[config.mk]
export PLATFORM = sky130hd
export DESIGN_NAME = cyc_timer
export DESIGN_NICKNAME = d
export VERILOG_FILES = /design/src/rtl/cyc_timer_pkg.sv /design/src/rtl/cyc_edge_cond.sv /design/src/rtl/cyc_period.sv /design/src/rtl/cyc_pulse.sv /design/src/rtl/cyc_timer.sv
export SDC_FILE = /design/constraint.sdc
export NUM_CORES = 1
export LEC_CHECK = 0
export ABC_AREA = 1
export BUFFER_PORTS_ARGS = -buffer_cell sky130_fd_sc_hd__buf_4
export CORE_ASPECT_RATIO = 2
export CORE_MARGIN = 2
export CORE_UTILIZATION = 59
export DETAILED_ROUTE_END_ITERATION = 10
export GPL_ROUTABILITY_DRIVEN = 0
export GPL_TIMING_DRIVEN = 0
export HOLD_SLACK_MARGIN = 0.1
export PLACE_DENSITY = 0.9
export SLEW_MARGIN = 20
export SYNTH_ARGS = -nofsm -noshare
export SYNTH_HDL_FRONTEND = slang
export SYNTH_HIERARCHICAL = 1
export SYNTH_SLANG_ARGS = --single-unit
[constraint.sdc]
create_clock -name clk -period 3.6 [get_ports clk]
set_clock_uncertainty 0.05 [all_clocks]
set_input_delay 0.72 -clock clk [delete_from_list [all_inputs] [get_ports clk]]
set_output_delay 0.72 -clock clk [all_outputs]
set_load 0.02 [all_outputs]
[src/rtl/cyc_timer_pkg.sv]
package cyc_timer_pkg;

    typedef enum logic {
        ST_IDLE = 1'b0,
        ST_RUN  = 1'b1
    } run_st_e;

    // qualified requests from the input conditioner
    typedef struct packed {
        logic start;   // accepted rising edge of start
        logic clr;     // clear met its minimum width this cycle
    } req_t;

    // per-cycle events from the interval counter
    typedef struct packed {
        logic adv;      // counting tick this cycle
        logic begin_p;  // a new interval opens at this edge
        logic end_p;    // the current interval closes at this edge
    } prd_ev_t;

    // zero-length settings are read as one
    function automatic logic [31:0] eff_len(input logic [31:0] v);
        return (v == 32'd0) ? 32'd1 : v;
    endfunction

endpackage

[src/rtl/cyc_edge_cond.sv]
module cyc_edge_cond
    import cyc_timer_pkg::*;
#(
    parameter int CW = 4
) (
    input  logic          clk,
    input  logic          rst,
    input  logic          hold_in,
    input  logic          start_in,
    input  logic          clr_in,
    input  logic [CW-1:0] clr_min,
    output req_t          req
);
    localparam logic [CW-1:0] SAT = {CW{1'b1}};

    logic          start_q;
    logic [CW-1:0] hi_cnt;
    logic [CW-1:0] thr_m1;

    always_comb begin
        thr_m1    = (clr_min == '0) ? '0 : clr_min - 1'b1;
        req.start = start_in & ~start_q & ~hold_in;
        req.clr   = clr_in & ~hold_in & (hi_cnt == thr_m1);
    end

    always_ff @(posedge clk) begin
        if (rst) begin
            start_q <= 1'b0;
            hi_cnt  <= '0;
        end else begin
            start_q <= start_in;
            if (hold_in || !clr_in)
                hi_cnt <= '0;
            else if (hi_cnt != SAT)
                hi_cnt <= hi_cnt + 1'b1;
        end
    end
endmodule

[src/rtl/cyc_period.sv]
module cyc_period
    import cyc_timer_pkg::*;
#(
    parameter int W = 8
) (
    input  logic         clk,
    input  logic         rst,
    input  logic         hold_in,
    input  logic         tick_en,
    input  logic         gate_in,
    input  req_t         req,
    input  logic [W-1:0] period_val,
    output prd_ev_t      ev,
    output logic [W-1:0] tcnt,
    output run_st_e      st
);
    logic [W-1:0] last_idx;
    logic         wrap;

    always_comb begin
        last_idx   = (period_val == '0) ? '0 : period_val - 1'b1;
        ev.adv     = (st == ST_RUN) & tick_en & ~gate_in & ~hold_in & ~req.clr;
        wrap       = ev.adv & (tcnt >= last_idx);
        ev.end_p   = wrap;
        ev.begin_p = ~req.clr & (wrap | ((st == ST_IDLE) & req.start & (tcnt == '0)));
    end

    always_ff @(posedge clk) begin
        if (rst) begin
            st   <= ST_IDLE;
            tcnt <= '0;
        end else if (hold_in) begin
            st   <= ST_IDLE;
        end else if (req.clr) begin
            st   <= ST_IDLE;
            tcnt <= '0;
        end else begin
            if (st == ST_IDLE && req.start)
                st <= ST_RUN;
            if (ev.adv)
                tcnt <= wrap ? '0 : tcnt + 1'b1;
        end
    end
endmodule

[src/rtl/cyc_pulse.sv]
module cyc_pulse
    import cyc_timer_pkg::*;
#(
    parameter int W = 8
) (
    input  logic         clk,
    input  logic         rst,
    input  logic         hold_in,
    input  req_t         req,
    input  prd_ev_t      ev,
    input  logic [W-1:0] width_val,
    output logic         lvl
);
    logic [W-1:0] pcnt;
    logic         toggle_mode;
    logic [W-1:0] width_m1;

    always_comb begin
        toggle_mode = (width_val == '0);
        width_m1    = width_val - 1'b1;
    end

    always_ff @(posedge clk) begin
        if (rst) begin
            lvl  <= 1'b0;
            pcnt <= '0;
        end else if (hold_in) begin
            lvl  <= lvl;
        end else if (req.clr) begin
            lvl  <= 1'b0;
            pcnt <= '0;
        end else if (toggle_mode) begin
            if (ev.end_p)
                lvl <= ~lvl;
        end else if (ev.begin_p) begin
            lvl  <= 1'b1;
            pcnt <= '0;
        end else if (lvl && ev.adv) begin
            if (pcnt >= width_m1)
                lvl <= 1'b0;
            else
                pcnt <= pcnt + 1'b1;
        end
    end
endmodule

[src/rtl/cyc_timer.sv]
module cyc_timer
    import cyc_timer_pkg::*;
#(
    parameter int W  = 8,
    parameter int CW = 4
) (
    input  logic          clk,
    input  logic          rst,
    input  logic          tick_en,
    input  logic          start_in,
    input  logic          clr_in,
    input  logic          gate_in,
    input  logic          hold_in,
    input  logic          dir_down,
    input  logic [W-1:0]  period_val,
    input  logic [W-1:0]  width_val,
    input  logic [CW-1:0] clr_min,
    output logic          tmr_out,
    output logic [W-1:0]  elapsed
);
    req_t         req;
    prd_ev_t      pev;
    logic [W-1:0] tcnt;
    run_st_e      st;
    logic         lvl;
    logic [W-1:0] per_eff;

    cyc_edge_cond #(.CW(CW)) u_cond (
        .clk(clk), .rst(rst), .hold_in(hold_in),
        .start_in(start_in), .clr_in(clr_in), .clr_min(clr_min),
        .req(req)
    );

    cyc_period #(.W(W)) u_per (
        .clk(clk), .rst(rst), .hold_in(hold_in), .tick_en(tick_en),
        .gate_in(gate_in), .req(req), .period_val(period_val),
        .ev(pev), .tcnt(tcnt), .st(st)
    );

    cyc_pulse #(.W(W)) u_pls (
        .clk(clk), .rst(rst), .hold_in(hold_in), .req(req),
        .ev(pev), .width_val(width_val), .lvl(lvl)
    );

    always_comb begin
        per_eff = W'(eff_len(32'(period_val)));
        tmr_out = lvl & ~hold_in;
        elapsed = dir_down ? (per_eff - tcnt) : tcnt;
    end
endmodule

==> impl_metrics.toml <==
[synth]
synthArstFlopShare_pct = 0
syn_avg_cell_area_um2 = 6.220
synth.largest_area_cell = "dfxtp_1"
yosys-top-cells-area = "dfxtp_1 16%, nand2_1 16%, ha_1 13%, inv_1 9.5%, nand3_1 6.8%"
synth_edf_count = 0
synth_warnings = 6
ys.flop_type = "dfxtp_1"
synth-seq-cells = 23
synth_cell_types = 41
syn_inst = 452
yosysSeqAreaShare_pct = 16.38
syn-num-nets = 511
syn_area_mm2 = 0.002811
yosysTopAreaCellShare_pct = 16.38

[die]
dieHeight_um = 101.6
rows = 35
fp.dieW_um = 52.81
die-area_mm2 = 0.005367
floorplan.initialDensity_pct = 61.14
io-pin-count = 37
core_mm2 = 0.004598

[sta]
max_freq_mhz = 301.4
setup_tns_ns = 0
finalHoldViolCount = 0
rsz0062_at_grt = "false"
period_minus_slack_ns = 3.318
setup_viol_count_final = 0
fin_hold_ws_ns = 0.4532
timing.final.max_slew_violations = 0
max_slew_margin_pct = 55.83
period_share_pct = 92.16
worst_slack_ns = 0.2823
tightestPinTransition_ns = 0.6554

[power_and_ir_drop]
power.density_mw_per_mm2 = 200.5
leakagePower_nw = 1.624
vdd_drop_max_mv = 0.2692

[worst_setup_path]
end_kind = "flop"
crit_arrival_ns = 3.44
start_kind = "primary input"
worstPathRequired_ns = 3.72
critical_path_class = "in -> reg"
crit_path_max_fanout = 10

[grt]
grtUsageTotal_pct = 27.50
first_global_vias = 2913
grt_first_pass_wirelength_um = 11430
grt_overflow = 0
antenna_found_initial = 0
grt_max_degree = 14

[cells_and_area]
fillers = 400
antenna_cells = 0
syn2layout_area_growth_pct = 14.42
final_nets = 553
regArea_um2 = 460.4
layout-drive-gt1-share_pct = 17.85
fin_area_mm2 = 0.003217
multi_input_area_mm2 = 0.002029

[place]
placed_area_mm2 = 0.003143
pre_cts_ws_ns = -0.1715
dp_hpwl_um = 5735
port_buffers = 35

[clock_network]
cts_hold_buf = 0
clock-root-buffer = "clkbuf_8"
clock_latency_ns = 0.27
numClockSinks = 23
cts_buffer_depth = 2
htree_levels = 1
numCtsBuffers = 3
clk_pin_slew_ns = 0.08
cts_tree = "done"

[drt]
routed_wl_um = 7035
vias = 3062
drc = 0
wire_per_inst_um = 12.84
postRouteAntennaNets = 0
first_pass_iters = 5
drt_iter0_drc = 81
viasPerCell = 5.588

[run]
drv_cap = 0

[worst_hold_path]
min_path_type = "reg -> reg"

[status]
outcome = "finished, final reports clean"
==> logic make-up after synthesis <==
logic type	after synthesis	synth area share, %
xor+xnor	11	3.694
flops	23	16.38
simple gates	250	41.79
buf+inv	82	11.88
compound gates	55	12.19
fa+ha+maj	31	14.06
==> worst paths after layout <==
path                            cells past startpoint                         end                           from  slack [ns]
worst max-delay path                               21  u_pls/pcnt[0]$_SDFFE_PP0P_                  period_val[0]        0.28
worst min-delay path                                2  u_pls/pcnt[5]$_SDFFE_PP0P_     u_pls/pcnt[5]$_SDFFE_PP0P_        0.45
worst max register to register                     14  u_pls/pcnt[0]$_SDFFE_PP0P_  u_cond/hi_cnt[3]$_SDFFE_PP0P_        1.04
worst min register to register                      2  u_pls/pcnt[5]$_SDFFE_PP0P_     u_pls/pcnt[5]$_SDFFE_PP0P_        0.45
==> per-stage QoR <==
stage,utilization [%],total power [mW],cells
after detailed placement,68.35,0.4810,542
after CTS,69.36,0.6446,546
after global routing,69.96,0.6896,548
after floorplan,-,0.4071,452
final,69.96,0.6449,548
after global placement,68.35,0.4727,542
==> state kept, by name (all words and copies together) (netlist names) <==
| signal | count |
|---|---|
| u_per/tcnt | 8 |
| u_pls/pcnt | 8 |
| u_cond/hi_cnt | 4 |
| u_cond/start_q | 1 |
| u_per/st | 1 |
| u_pls/lvl | 1 |
==> layer usage <==
layer	share of wire, %	GRT usage (%)	vias up
met4	5.5	19.13	0
li1	-	-	1532
met5	0	0	-
met3	4.7	3.835	38
met1	33	23.13	1389
met2	56	54.13	103
==> Yosys cell counts, types with 2 or more instances <==
cell / count
buf_6: 3
a21oi_4: 2
or2_0: 2
xnor2_1: 3
nor4_1: 3
nand3_2: 6
a21o_1: 2
nor2_4: 3
nand2_1: 121
dfxtp_1: 23
o21ai_0: 8
o21a_1: 2
nand4_1: 10
nor2_2: 8
a21oi_2: 2
a21oi_1: 30
clkbuf_1: 2
ha_1: 30
inv_2: 5
nor2_1: 38
inv_1: 71
nand2_2: 5
o21ai_1: 3
or2_2: 3
nand3_1: 38
nor3_1: 7
nand3b_1: 2
xor2_1: 7
==> placed cells by master, fill, tap and decap left out, drive strengths merged, types with 3 or more instances in the layout <==
| cell | instances |
|---|---|
| nand2 | 127 |
| inv | 76 |
| nor2 | 49 |
| nand3 | 44 |
| buf | 41 |
| a21oi | 34 |
| ha | 30 |
| dfxtp | 23 |
| o21ai | 12 |
| nand4 | 10 |
| nor3 | 8 |
| xor2 | 7 |
| or2 | 6 |
| clkbuf | 5 |
| xnor2 | 4 |
| nor4 | 3 |
| nand3b | 3 |
==> worst max-delay path, stage by stage <==
cell and delay, ns:
buf_4 0.13, inv_1 0.08, ha_1 0.17, nand2_1 0.12, nor3_2 0.26, inv_1 0.15
o21ai_0 0.11, ha_1 0.25, nand2_1 0.08, nor2_1 0.05, nor2_1 0.08, nand2_1 0.07
nand2_1 0.05, nand2_1 0.05, nand2_1 0.17, o41ai_2 0.18, nor2_2 0.25, nand2_4 0.10
buf_6 0.15, a21oi_1 0.14, nor2_1 0.06
==> layout make-up <==
class	instances	share of cell area, %
Inverter	76	8.868
Sequential cell	23	14.31
Tap cell	55	2.139
Buffer	6	1.517
Clock inverter	1	0.1556
Clock buffer	3	1.284
Multi-Input combinational cell	347	63.09
Timing Repair Buffer	37	8.635
==> power by group <==
group	internal, mW	switching, mW	leakage (nW)
clock	0.0775	0.0882	0.0255
sequential	0.259	0.00792	0.186
combinational	0.0910	0.121	1.41
total	0.428	0.217	1.62
==> what timing repair did <==
action,in CTS,in global routing
hold endpoints to repair,0,0
setup endpoints to repair,0,8
setup buffers,0,2
resized for setup,0,2
(Power assumes the default switching activity.)
